File: config.mk
export PLATFORM = sky130hd
export DESIGN_NAME = quad_pwm_ctrl
export DESIGN_NICKNAME = d
export VERILOG_FILES = /design/src/rtl/quad_pwm_pkg.sv /design/src/rtl/quad_pwm_regs.sv /design/src/rtl/quad_pwm_tick.sv /design/src/rtl/quad_pwm_channel.sv /design/src/rtl/quad_pwm_ctrl.sv
export SDC_FILE = /design/constraint.sdc
export NUM_CORES = 1
export LEC_CHECK = 0
export ABC_CLOCK_PERIOD_IN_PS = 3300
export BUFFER_PORTS_ARGS = -buffer_cell sky130_fd_sc_hd__buf_2
export CAP_MARGIN = 10
export CORE_MARGIN = 5
export CORE_UTILIZATION = 57
export DETAILED_ROUTE_END_ITERATION = 7
export PLACE_DENSITY = 0.76
export SLEW_MARGIN = 20
export SYNTH_ARGS = -nofsm -noshare
export SYNTH_HDL_FRONTEND = slang
export SYNTH_SLANG_ARGS = --single-unit
File: constraint.sdc
create_clock -name clk -period 3.3 [get_ports clk]
set_clock_uncertainty 0.15 [all_clocks]
set_input_delay 0.99 -clock clk [delete_from_list [all_inputs] [get_ports clk]]
set_output_delay 0.99 -clock clk [all_outputs]
set_load 0.01 [all_outputs]
File: src/rtl/quad_pwm_pkg.sv
package quad_pwm_pkg;

   localparam int unsigned BUS_W      = 32;
   localparam int unsigned SLOT_COUNT = 4;    // divider fields in the shared word
   localparam int unsigned CTRL_OFS   = 'h00;
   localparam int unsigned DIV_OFS    = 'h24;
   localparam int unsigned PER_BASE   = 'h04;
   localparam int unsigned DUTY_BASE  = 'h08;
   localparam int unsigned CH_STRIDE  = 8;
   localparam int unsigned POL_LSB    = 8;
   localparam int unsigned DRV_LSB    = 15;

   function automatic int unsigned per_ofs(input int unsigned ch);
      return PER_BASE + CH_STRIDE * ch;
   endfunction

   function automatic int unsigned duty_ofs(input int unsigned ch);
      return DUTY_BASE + CH_STRIDE * ch;
   endfunction

   // channel 0 owns the most significant slot
   function automatic int unsigned div_lsb(input int unsigned ch, input int unsigned w);
      return (SLOT_COUNT - 1 - ch) * w;
   endfunction

endpackage

File: src/rtl/quad_pwm_regs.sv
module quad_pwm_regs
   import quad_pwm_pkg::*;
#(
   parameter int unsigned NUM_CH = 4,
   parameter int unsigned CNT_W  = 16,
   parameter int unsigned DIV_W  = 6,
   parameter int unsigned ADDR_W = 6
) (
   input  logic                            clk,
   input  logic                            rst_n,
   input  logic [ADDR_W-1:0]               addr,
   input  logic [BUS_W-1:0]                wdata,
   input  logic                            we,
   output logic [BUS_W-1:0]                rdata,
   output logic [NUM_CH-1:0]               en_q,
   output logic [NUM_CH-1:0]               pol_q,
   output logic [NUM_CH-1:0][CNT_W-1:0]    per_q,
   output logic [NUM_CH-1:0][CNT_W-1:0]    duty_q,
   output logic [NUM_CH-1:0][DIV_W-1:0]    div_q
);

   localparam int unsigned DIV_WORD_W = SLOT_COUNT * DIV_W;

   logic [NUM_CH-1:0]     drv_q;
   logic [DIV_WORD_W-1:0] div_word_q;
   logic                  hit_ctrl;
   logic                  hit_div;

   assign hit_ctrl = (int'(addr) == int'(CTRL_OFS));
   assign hit_div  = (int'(addr) == int'(DIV_OFS));

   always_ff @(posedge clk) begin
      if (!rst_n) begin
         en_q       <= '0;
         pol_q      <= '0;
         drv_q      <= '0;
         div_word_q <= '0;
      end else if (we) begin
         if (hit_ctrl) begin
            for (int n = 0; n < int'(NUM_CH); n++) begin
               en_q[n]  <= wdata[n];
               pol_q[n] <= wdata[POL_LSB + n];
               drv_q[n] <= wdata[DRV_LSB + n];
            end
         end
         if (hit_div) begin
            div_word_q <= wdata[DIV_WORD_W-1:0];
         end
      end
   end

   for (genvar n = 0; n < NUM_CH; n++) begin : g_ch_regs
      logic hit_per;
      logic hit_duty;
      assign hit_per  = (int'(addr) == int'(per_ofs(n)));
      assign hit_duty = (int'(addr) == int'(duty_ofs(n)));

      always_ff @(posedge clk) begin
         if (!rst_n) begin
            per_q[n]  <= '0;
            duty_q[n] <= '0;
         end else if (we) begin
            if (hit_per)  per_q[n]  <= wdata[CNT_W-1:0];
            if (hit_duty) duty_q[n] <= wdata[CNT_W-1:0];
         end
      end

      assign div_q[n] = div_word_q[div_lsb(n, DIV_W) +: DIV_W];
   end

   always_comb begin
      rdata = '0;
      if (hit_ctrl) begin
         for (int n = 0; n < int'(NUM_CH); n++) begin
            rdata[n]           = en_q[n];
            rdata[POL_LSB + n] = pol_q[n];
            rdata[DRV_LSB + n] = drv_q[n];
         end
      end
      if (hit_div) begin
         rdata[DIV_WORD_W-1:0] = div_word_q;
      end
      for (int n = 0; n < int'(NUM_CH); n++) begin
         if (int'(addr) == int'(per_ofs(n)))  rdata[CNT_W-1:0] = per_q[n];
         if (int'(addr) == int'(duty_ofs(n))) rdata[CNT_W-1:0] = duty_q[n];
      end
   end

endmodule

File: src/rtl/quad_pwm_tick.sv
module quad_pwm_tick #(
   parameter int unsigned DIV_W = 6
) (
   input  logic             clk,
   input  logic             rst_n,
   input  logic             clr,
   input  logic [DIV_W-1:0] limit,
   output logic             tick
);

   logic [DIV_W-1:0] phase_q;
   logic             at_limit;

   assign at_limit = (phase_q == limit);
   assign tick     = !clr && at_limit;

   always_ff @(posedge clk) begin
      if (!rst_n || clr) begin
         phase_q <= '0;
      end else if (at_limit) begin
         phase_q <= '0;
      end else begin
         phase_q <= phase_q + 1'b1;
      end
   end

endmodule

File: src/rtl/quad_pwm_channel.sv
module quad_pwm_channel #(
   parameter int unsigned CNT_W = 16,
   parameter int unsigned DIV_W = 6
) (
   input  logic             clk,
   input  logic             rst_n,
   input  logic             en,
   input  logic             pol,
   input  logic [CNT_W-1:0] per_live,
   input  logic [CNT_W-1:0] duty_live,
   input  logic [DIV_W-1:0] div_live,
   output logic             pwm
);

   logic [CNT_W-1:0] cnt_q;
   logic [CNT_W-1:0] per_s;
   logic [CNT_W-1:0] duty_s;
   logic [DIV_W-1:0] div_s;
   logic             step;
   logic             wrap;
   logic             active;

   quad_pwm_tick #(.DIV_W(DIV_W)) u_tick (
      .clk   (clk),
      .rst_n (rst_n),
      .clr   (!en),
      .limit (div_s),
      .tick  (step)
   );

   assign wrap = ({1'b0, cnt_q} + (CNT_W+1)'(1)) >= {1'b0, per_s};

   always_ff @(posedge clk) begin
      if (!rst_n) begin
         cnt_q  <= '0;
         per_s  <= '0;
         duty_s <= '0;
         div_s  <= '0;
      end else if (!en) begin
         cnt_q  <= '0;
         per_s  <= per_live;
         duty_s <= duty_live;
         div_s  <= div_live;
      end else if (step) begin
         if (wrap) begin
            cnt_q  <= '0;
            per_s  <= per_live;
            duty_s <= duty_live;
            div_s  <= div_live;
         end else begin
            cnt_q <= cnt_q + 1'b1;
         end
      end
   end

   assign active = en && (cnt_q < duty_s);
   assign pwm    = pol ? active : !active;

endmodule

File: src/rtl/quad_pwm_ctrl.sv
module quad_pwm_ctrl
   import quad_pwm_pkg::*;
#(
   parameter int unsigned NUM_CH = 4,
   parameter int unsigned CNT_W  = 16,
   parameter int unsigned DIV_W  = 6,
   parameter int unsigned ADDR_W = 6
) (
   input  logic              clk,
   input  logic              rst_n,
   input  logic [ADDR_W-1:0] reg_addr,
   input  logic [31:0]       reg_wdata,
   input  logic              reg_we,
   output logic [31:0]       reg_rdata,
   output logic [NUM_CH-1:0] pwm_out
);

   if (NUM_CH < 1 || NUM_CH > SLOT_COUNT) begin : g_bad_ch
      $error("quad_pwm_ctrl: NUM_CH must be 1 to 4");
   end
   if (CNT_W < 2 || CNT_W > BUS_W) begin : g_bad_cnt
      $error("quad_pwm_ctrl: CNT_W out of range");
   end
   if (DIV_W < 1 || SLOT_COUNT * DIV_W > BUS_W) begin : g_bad_div
      $error("quad_pwm_ctrl: DIV_W out of range");
   end
   if ((1 << ADDR_W) <= DIV_OFS) begin : g_bad_addr
      $error("quad_pwm_ctrl: ADDR_W too narrow for the map");
   end

   logic [NUM_CH-1:0]             ctrl_en;
   logic [NUM_CH-1:0]             ctrl_pol;
   logic [NUM_CH-1:0][CNT_W-1:0]  per_w;
   logic [NUM_CH-1:0][CNT_W-1:0]  duty_w;
   logic [NUM_CH-1:0][DIV_W-1:0]  div_w;

   quad_pwm_regs #(
      .NUM_CH (NUM_CH),
      .CNT_W  (CNT_W),
      .DIV_W  (DIV_W),
      .ADDR_W (ADDR_W)
   ) u_regs (
      .clk    (clk),
      .rst_n  (rst_n),
      .addr   (reg_addr),
      .wdata  (reg_wdata),
      .we     (reg_we),
      .rdata  (reg_rdata),
      .en_q   (ctrl_en),
      .pol_q  (ctrl_pol),
      .per_q  (per_w),
      .duty_q (duty_w),
      .div_q  (div_w)
   );

   for (genvar n = 0; n < NUM_CH; n++) begin : g_chan
      quad_pwm_channel #(
         .CNT_W (CNT_W),
         .DIV_W (DIV_W)
      ) u_chan (
         .clk       (clk),
         .rst_n     (rst_n),
         .en        (ctrl_en[n]),
         .pol       (ctrl_pol[n]),
         .per_live  (per_w[n]),
         .duty_live (duty_w[n]),
         .div_live  (div_w[n]),
         .pwm       (pwm_out[n])
      );
   end

endmodule

# Word-level counts from Yosys, hierarchy flattened
# Cells that the tools add are included.
[classes]
n_eq_ne = 21
reduce_logical = 44
mux = 56
order_cmp = 8
addsub = 12
[op_table]
columns = ["op", "n"]
rows = [
  ["$mux W16", 36],
  ["$mux W6", 12],
  ["$add A16 B1 Y17 const B", 4],
  ["$ge A17 B16 Y1", 4],
  ["$add A16 B1 Y16 const B", 4],
  ["$lt A16 B16 Y1", 4],
  ["$eq A6 B6 Y1 const B", 6],
  ["$reduce_and A2 Y1", 18],
  ["$add A6 B1 Y6 const B", 4],
  ["$eq A6 B6 Y1", 4],
  ["$mux W24", 1],
  ["$ne A2 B1 Y1 const B", 8],
  ["$eq A6 B5 Y1 const B", 2],
  ["$mux W4", 3],
  ["$logic_not A1 Y1", 9],
  ["$logic_and A1 B1 Y1", 8],
  ["$reduce_or A2 Y1", 4],
  ["$eq A6 B4 Y1 const B", 1],
  ["$logic_not A6 Y1", 1],
  ["$logic_or A1 B1 Y1", 4],
  ["$mux W1", 4],
]
[totals]
input_bits = 41
regBits = 404

# Longest topological paths before layout
# Gate-level depths: netlist of run 1.
[depth]
depth_word = 11
ltp_mapped = 17

# Hierarchy
# From an unflattened synthesis of run 1, not the netlist that was laid out.
[unflattened]
hier_cells = 2754
hier_area_um2 = 22900.7
[by_module_without_submodules]
columns = ["mod", "area_each_um2", "cells_each", "seq_area_each_um2", "instances"]
rows = [
  ["quad_pwm_channel", 3418.3, 409, 1081.0, 4],
  ["quad_pwm_regs", 7860.0, 982, 3283.1, 1],
  ["quad_pwm_tick (g_chan[0].u_chan.u_tick ...)", 341.6, 34, 120.1, 3],
  ["quad_pwm_tick (g_chan[3].u_chan.u_tick)", 342.8, 34, 120.1, 1],
]

# Worst setup path before layout of run 1
# No wires, ideal clock.
[synth_path]
path_kind = "input port to output port"
start = "input reg_addr[1]"
end = "output reg_rdata[10]"
path_stages = 7
setup_slack_ps = -393
required_ps = 2160
arrival_time_ps = 2553
n_path_buf = 1
cell_sequence = "nor4_2 > and2_1 > clkbuf_1 > a22oi_1 > nand4_1 > o221ai_1 > a211oi_1"
[synth_between]
elab_chain_cells = 11
elab_cells_between_ends = 20
classes_between = "9 x eq/ne; 10 x mux; 1 x reduce/logical"
[synth_lines]
columns = ["item", "line", "text"]
rows = [
  ["start: declaration", "quad_pwm_ctrl.sv:11", "input logic [ADDR_W-1:0] reg_addr,"],
  ["$logic_not A6 Y1", "quad_pwm_regs.sv:29", "assign hit_ctrl = (int'(addr) == int'(CTRL_OFS));"],
  ["$mux W4", "quad_pwm_regs.sv:73", "if (hit_ctrl) begin"],
  ["$mux W24", "quad_pwm_regs.sv:80", "if (hit_div) begin"],
  ["$mux W16", "quad_pwm_regs.sv:84", "if (int'(addr) == int'(per_ofs(n))) rdata[CNT_W-1:0] = per_q[n];"],
  ["$mux W16", "quad_pwm_regs.sv:85", "if (int'(addr) == int'(duty_ofs(n))) rdata[CNT_W-1:0] = duty_q[n];"],
  ["$mux W16", "quad_pwm_regs.sv:84", ""],
  ["$mux W16", "quad_pwm_regs.sv:85", ""],
  ["$mux W16", "quad_pwm_regs.sv:84", ""],
  ["$mux W16", "quad_pwm_regs.sv:85", ""],
  ["$mux W16", "quad_pwm_regs.sv:84", ""],
  ["$mux W16 (*)", "quad_pwm_regs.sv:85", ""],
  ["end: declaration", "quad_pwm_ctrl.sv:14", "output logic [31:0] reg_rdata,"],
]
# Mark *: on every way between the ends. The rest lies on a longest branch, timed or not.

# Worst setup path after layout of run 1
[layout_path]
start = "input reg_addr[0]"
end = "output reg_rdata[6]"
[layout_between]
elab_chain_cells = 10
elab_cells_between_ends = 18
classes_between = "9 x eq/ne; 9 x mux"
[layout_lines]
columns = ["item", "line", "text"]
rows = [
  ["$eq A6 B6 Y1", "quad_pwm_regs.sv:30", "assign hit_div = (int'(addr) == int'(DIV_OFS));"],
  ["$mux W24", "quad_pwm_regs.sv:80", ""],
  ["$mux W16", "quad_pwm_regs.sv:84", ""],
  ["$mux W16", "quad_pwm_regs.sv:85", ""],
  ["$mux W16", "quad_pwm_regs.sv:84", ""],
  ["$mux W16", "quad_pwm_regs.sv:85", ""],
  ["$mux W16", "quad_pwm_regs.sv:84", ""],
  ["$mux W16", "quad_pwm_regs.sv:85", ""],
  ["$mux W16", "quad_pwm_regs.sv:84", ""],
  ["$mux W16 (*)", "quad_pwm_regs.sv:85", ""],
]
# Marked as above.

==> run metrics, run 1 <==
crit path kind in2out; initial antenna violation count 2; final period utilization 1.19; worst setup margin -0.625 ns; Vias/cell 6.21; Main synth FF type dfxtp_1; Seq cells post-synth 404; First DRT Iteration DRCs 2496; ranking of synthesized cells by area dfxtp_1, nand2_1, ha_1; Post-DP HPWL 49300 um; post-synthesis sequential area ratio 0.362; layout net count 3082; Fmax achieved 255 MHz; Synth cell types 77; Mapped Avg Cell Area 8.07 um2; number of port buffers 60; TritonCTS Buffers 44; RSZ-0062 raised after global routing yes; Hold Crit Class reg2reg; final wirelength 73700 um; first-pass GRT wire length 111000 um; grt ovf 0; leakage power 10.4 nW; residual DRC count 0; Pwr Density 387 nW/um2; Core ar. 38700 um2; gr usage total 0.312; number of buffers on the longest clock path 3; layout cell share with drive strength beyond 1 0.219; vias in the first global route 20300; Max VDD drop 0.440 mV; placer congestion estimate 0.966; max_slew headroom 0.403; Worst-path clk slew 0.06 ns; wire per inst 21.3 um; EDFF count, synth 0; final hold violation count 0; Skew-Pair Late Insertion Delay 0.58 ns; Layout area overhead 24.2%; full die area 43200 um2; Vias 21500; final hold slack 0.309 ns; most frequent cells in the layout nand2_1, dfxtp_1, buf_4, a21boi_0, nand3_1; failing checks setup timing; Final Setup Violations 82; CTS Hold Buffers Added 0; top cell type's share of synthesized area 0.362; initial core utilization 0.577; H-tree depth 2; 1st-pass router iterations 6; I/O pin total 77; Fillers 2889; Mapped Cells 2767; Ys Warns 0; clock tree from TritonCTS done; Clock Sinks 404; pre-CTS setup slack -0.648 ns; cell taking the most area after synthesis dfxtp_1; pin count of the biggest net entering global routing 217; die width 208 um; critical path fanouts, max 12; Max-Cap Viols 0; Die Y 208 um; antenna-violating nets left 0; Startpoint Class primary input; Least-Margin Pin Slew 0.895 ns; status finished, violations left; commonest non-fill, non-tap cell in the layout nand2_1; Cell Rows 72; pins over their slew limit 0; crit end category primary output; Worst EP arrival 2.78 ns; CP required 2.16 ns; Tmin final 3.92 ns; Synth Cell Area 22300 um2; post-synthesis async set-or-reset flop share 0; CTS root buf clkbuf_16
==> cells in the mapped netlist, types with 7 or more instances <==
cell type  instances
or4_1             10
dfxtp_1          404
nand2b_1           9
a22o_1            14
o211ai_1          12
mux2i_1          114
nor2_1            85
o22ai_1           13
buf_2             29
buf_6              7
o2111ai_1         42
nand3_1          163
a21boi_0         154
ha_1             132
xor2_1            48
o21a_1             7
a21boi_1          10
a221oi_1           7
and2_1            21
xnor2_1           51
nand2_1          660
a21oi_1           66
a21o_1            18
a32oi_1           41
and4_1             9
nand4_1           42
and3_1            68
nor3_1            10
inv_1            137
a211oi_1          22
clkbuf_1         154
a22oi_1           41
o21ai_0           38
buf_4             17
nor4_1            16
==> path summary, 6_finish.rpt <==
kind | to | startpoint | cells after the start | slack [ns]
max | reg_rdata[6] | reg_addr[0] | 9 | -0.62
min | g_chan[3].u_chan.duty_s[4]$_SDFFE_PN0P_ | g_chan[3].u_chan.duty_s[4]$_SDFFE_PN0P_ | 2 | 0.31
max reg2reg | g_chan[1].u_chan.per_s[11]$_SDFFE_PN0P_ | g_chan[1].u_chan.cnt_q[4]$_SDFFE_PN0P_ | 16 | -0.22
min reg2reg | g_chan[3].u_chan.duty_s[4]$_SDFFE_PN0P_ | g_chan[3].u_chan.duty_s[4]$_SDFFE_PN0P_ | 2 | 0.31
==> power breakdown <==
group / total [mW] / switching, mW / internal (mW) / leakage, nW
sequential: 4.90 / 0.0156 / 4.89 / 3.27
combinational: 0.504 / 0.324 / 0.179 / 6.37
clock: 5.32 / 2.13 / 3.19 / 0.742
total: 10.7 / 2.47 / 8.26 / 10.4
==> logic make-up (layout without fill, tap and decap cells) <==
kind of cell | count (synthesis) | after routing | synth area share
AO/OA/AOI/OAI | 537 | 537 | 0.177
other | 1 | 10 | 0.000168
flip-flops | 404 | 404 | 0.362
buffers and inverters | 350 | 519 | 0.0657
multiplexers | 114 | 114 | 0.0511
XOR/XNOR | 99 | 99 | 0.0388
AND/OR/NAND/NOR | 1130 | 1130 | 0.231
adder cells (fa/ha/maj) | 132 | 132 | 0.0740
==> cell type report <==
| type | instances | area (um2) | area share |
|---|---|---|---|
| tap | 518 | 648 | 0.0234 |
| sequential | 404 | 8140 | 0.293 |
| clock inverter | 22 | 312 | 0.0112 |
| clock buffer | 58 | 1230 | 0.0445 |
| inverter | 138 | 518 | 0.0187 |
| multi-input combinational | 2020 | 14100 | 0.509 |
| timing repair buffer | 301 | 2770 | 0.0998 |
| antenna | 2 | 5.00 | 0.000180 |
==> state kept, by name, indices dropped and copies added, names as in the netlist <==
name                          cells
g_chan.u_chan.cnt_q              64
g_chan.u_chan.div_s              24
g_chan.u_chan.duty_s             64
g_chan.u_chan.per_s              64
g_chan.u_chan.u_tick.phase_q     24
u_regs.div_word_q                24
u_regs.drv_q                      4
u_regs.duty_q                    64
u_regs.en_q                       4
u_regs.per_q                     64
u_regs.pol_q                      4
==> critical path: stages <==
cell	delay, ns
buf_8	0.11
nor4b_4	0.43
and3b_2	0.29
buf_12	0.15
a222oi_1	0.10
a21oi_1	0.16
nor2_1	0.08
nor4_2	0.26
buf_2	0.21
==> repair_timing <==
action / CTS / global route
setup endpoints to repair: 139 / 238
resized for setup: 122 / 181
gates cloned: 2 / 15
buffers inserted: 27 / 24
pin swaps: 47 / 141
==> metrics by stage <==
stage / setup TNS [ns] / util / total power [mW] / cell area, um2 / std cells
2_1_floorplan: -0.568 / - / 5.25 / 22600 / 2774
3_3_place_gp: -12.19 / 0.622 / 5.40 / 24100 / 3320
3_5_place_dp: -14.08 / 0.622 / 5.40 / 24100 / 3320
4_1_cts: -12.09 / 0.680 / 10.7 / 26300 / 3428
5_1_grt: -31.15 / 0.716 / 11.0 / 27700 / 3463
6_report: -20.52 / 0.716 / 10.7 / 27700 / 3463
==> layer usage <==
layer / track usage / vias up / wire, um
met3: 0.0490 / 204 / 6200
met5: 0 / - / 0
met4: 0.115 / 0 / 3050
li1: - / 9948 / -
met1: 0.423 / 10300 / 30200
met2: 0.506 / 1000 / 34300
(Power assumes the default switching activity.)
==> run 2, diff against run 1 <==
--- a/config.mk
+++ b/config.mk
@@ -11,7 +11,7 @@
 export CORE_MARGIN = 5
 export CORE_UTILIZATION = 57
 export DETAILED_ROUTE_END_ITERATION = 7
-export PLACE_DENSITY = 0.76
+export PLACE_DENSITY_LB_ADDON = 0.15
 export SLEW_MARGIN = 20
 export SYNTH_ARGS = -nofsm -noshare
 export SYNTH_HDL_FRONTEND = slang
==> run metrics, run 2 (same netlist as run 1, synthesis figures left out) <==
final period utilization 1.17 (was 1.19); Worst-path clk slew 0.06 ns (about the same); RSZ-0062 raised after global routing yes (unchanged); CTS root buf clkbuf_16 (unchanged); Hold Crit Class reg2reg (unchanged); grt ovf 0 (unchanged); critical path fanouts, max 7 (was 12); layout cell share with drive strength beyond 1 0.238 (was 0.219); TritonCTS Buffers 44 (unchanged); Final Setup Violations 38 (was 82); final hold violation count 0 (unchanged); register area 8130 um2 (was 8140 um2); status finished, violations left (unchanged); Pwr Density 373 nW/um2 (was 387 nW/um2); commonest non-fill, non-tap cell in the layout nand2_1 (unchanged); Max VDD drop 0.436 mV (was 0.440 mV); crit path kind in2out (unchanged); pin count of the biggest net entering global routing 190 (was 217); die width 208 um (unchanged); Core ar. 38700 um2 (unchanged); Die Y 208 um (unchanged); Worst EP arrival 2.73 ns (was 2.78 ns); failing checks setup timing (unchanged); Fmax achieved 258 MHz (was 255 MHz); Tmin final 3.87 ns (was 3.92 ns); Least-Margin Pin Slew 0.814 ns (was 0.895 ns); residual DRC count 0 (unchanged); multi-input logic area 14400 um2 (was 14100 um2); clock tree from TritonCTS done (unchanged); leakage power 10.6 nW (was 10.4 nW); Antenna Diode Count 0 (was 2); gr usage total 0.307 (was 0.312); Fillers 2900 (was 2889); pins over their slew limit 0 (unchanged); vias in the first global route 20000 (was 20300); number of port buffers 60 (unchanged); final hold slack 0.309 ns (about the same); antenna-violating nets left 0 (unchanged); Clock Sinks 404 (unchanged); Cell Rows 72 (unchanged); pre-CTS setup slack -0.629 ns (was -0.648 ns); max_slew headroom 0.457 (was 0.403); Layout area overhead 26.2% (was 24.2%); worst setup margin -0.573 ns (was -0.625 ns); full die area 43200 um2 (unchanged); Post-DP HPWL 49200 um (was 49300 um); CP required 2.16 ns (about the same); H-tree depth 2 (unchanged); Max-Cap Viols 0 (unchanged); number of buffers on the longest clock path 3 (unchanged); most frequent cells in the layout nand2_1, dfxtp_1, buf_4, a21boi_0, inv_1 (was nand2_1, dfxtp_1, buf_4, a21boi_0, nand3_1); I/O pin total 77 (unchanged); Vias/cell 6.14 (was 6.21); 1st-pass router iterations 5 (was 6); first-pass GRT wire length 110000 um (was 111000 um); Startpoint Class primary input (unchanged); final wirelength 73100 um (was 73700 um); flop2flop setup slack -0.07 ns (was -0.22 ns); initial antenna violation count 0 (was 2); layout net count 3101 (was 3082); First DRT Iteration DRCs 1949 (was 2496); initial core utilization 0.577 (unchanged); wire per inst 21.0 um (was 21.3 um); placer congestion estimate 0.984 (was 0.966); crit end category primary output (unchanged); Skew-Pair Late Insertion Delay 0.57 ns (was 0.58 ns); Vias 21400 (was 21500)
[run 2: changes by cell type in the layout (fill, tap and decap cells not counted), moves of 4 or more]
cell | before | now
nand3_1 | 132 | 93
nand3_2 | 32 | 63
buf_4 | 178 | 188
a22oi_1 | 29 | 20
a22oi_2 | 12 | 21
nand3_4 | 1 | 9
a211oi_1 | 12 | 16
a211oi_2 | 10 | 6
and4_1 | 8 | 4
clkbuf_1 | 7 | 11
clkbuf_16 | 56 | 60
clkinvlp_4 | 6 | 2
dfxtp_2 | 33 | 37
o2111ai_2 | 31 | 27
[run 2: metrics by stage]
| step | setup TNS [ns] | cells | area (um2) | util | power [mW] |
|---|---|---|---|---|---|
| after global placement | -9.35 | 3326 | 24200 | 0.625 | 5.41 |
| final | -9.87 | 3478 | 28200 | 0.728 | 10.5 |
| after global routing | -18.12 | 3478 | 28200 | 0.728 | 10.8 |
| after CTS | -8.95 | 3431 | 26500 | 0.684 | 10.5 |
| after floorplan | -0.568 | 2774 | 22600 | - | 5.25 |
| after detailed placement | -11.69 | 3326 | 24200 | 0.625 | 5.41 |
[run 2: power breakdown]
group	switching [mW]	leakage [nW]	internal, mW
Sequential	0.0159	3.27	4.89
Combinational	0.337	6.65	0.197
Clock	2.08	0.715	3.01
Total	2.43	10.6	8.09
[run 2: final cells by class]
cell class,count,area share
sequential,404,0.289
clock inverter,17,0.00790
inverter,138,0.0184
tap,518,0.0230
multi-input combinational,2020,0.510
clock buffer,61,0.0439
timing repair buffer,320,0.108
[run 2: timing repair]
item                       4_1_cts  5_1_grt
gates cloned                     4       20
gates resized for setup        140      224
pin swaps                       54      132
buffers inserted                26       29
setup endpoints to repair      106      234
hold buffers                     0        0
[run 2: worst max-delay path, cell delays in order]
cell      delay (ns)
buf_8           0.10
nor4b_4         0.28
and3b_2         0.31
buf_12          0.15
buf_12          0.12
a22oi_2         0.05
nand4_1         0.17
o221ai_2        0.16
a211oi_2        0.23
buf_2           0.17
[run 2: final timing paths]
kind                                              endpoint                                startpoint  depth (start not counted)
setup / recovery                              reg_rdata[2]                               reg_addr[3]                         10
hold / removal    g_chan[3].u_chan.duty_s[13]$_SDFFE_PN0P_  g_chan[3].u_chan.duty_s[13]$_SDFFE_PN0P_                          2
hold reg to reg   g_chan[3].u_chan.duty_s[13]$_SDFFE_PN0P_  g_chan[3].u_chan.duty_s[13]$_SDFFE_PN0P_                          2
setup reg to reg    g_chan[1].u_chan.cnt_q[0]$_SDFFE_PN0P_    g_chan[1].u_chan.cnt_q[7]$_SDFFE_PN0P_                         13
[run 2: metal layers]
layer  global-route usage  vias up  wire length (um)
met3               0.0494      230              5840
met4                0.110        0              3070
met5                    0        -                 0
met1                0.427    10200             31100
li1                     -     9986                 -
met2                0.487      910             33100
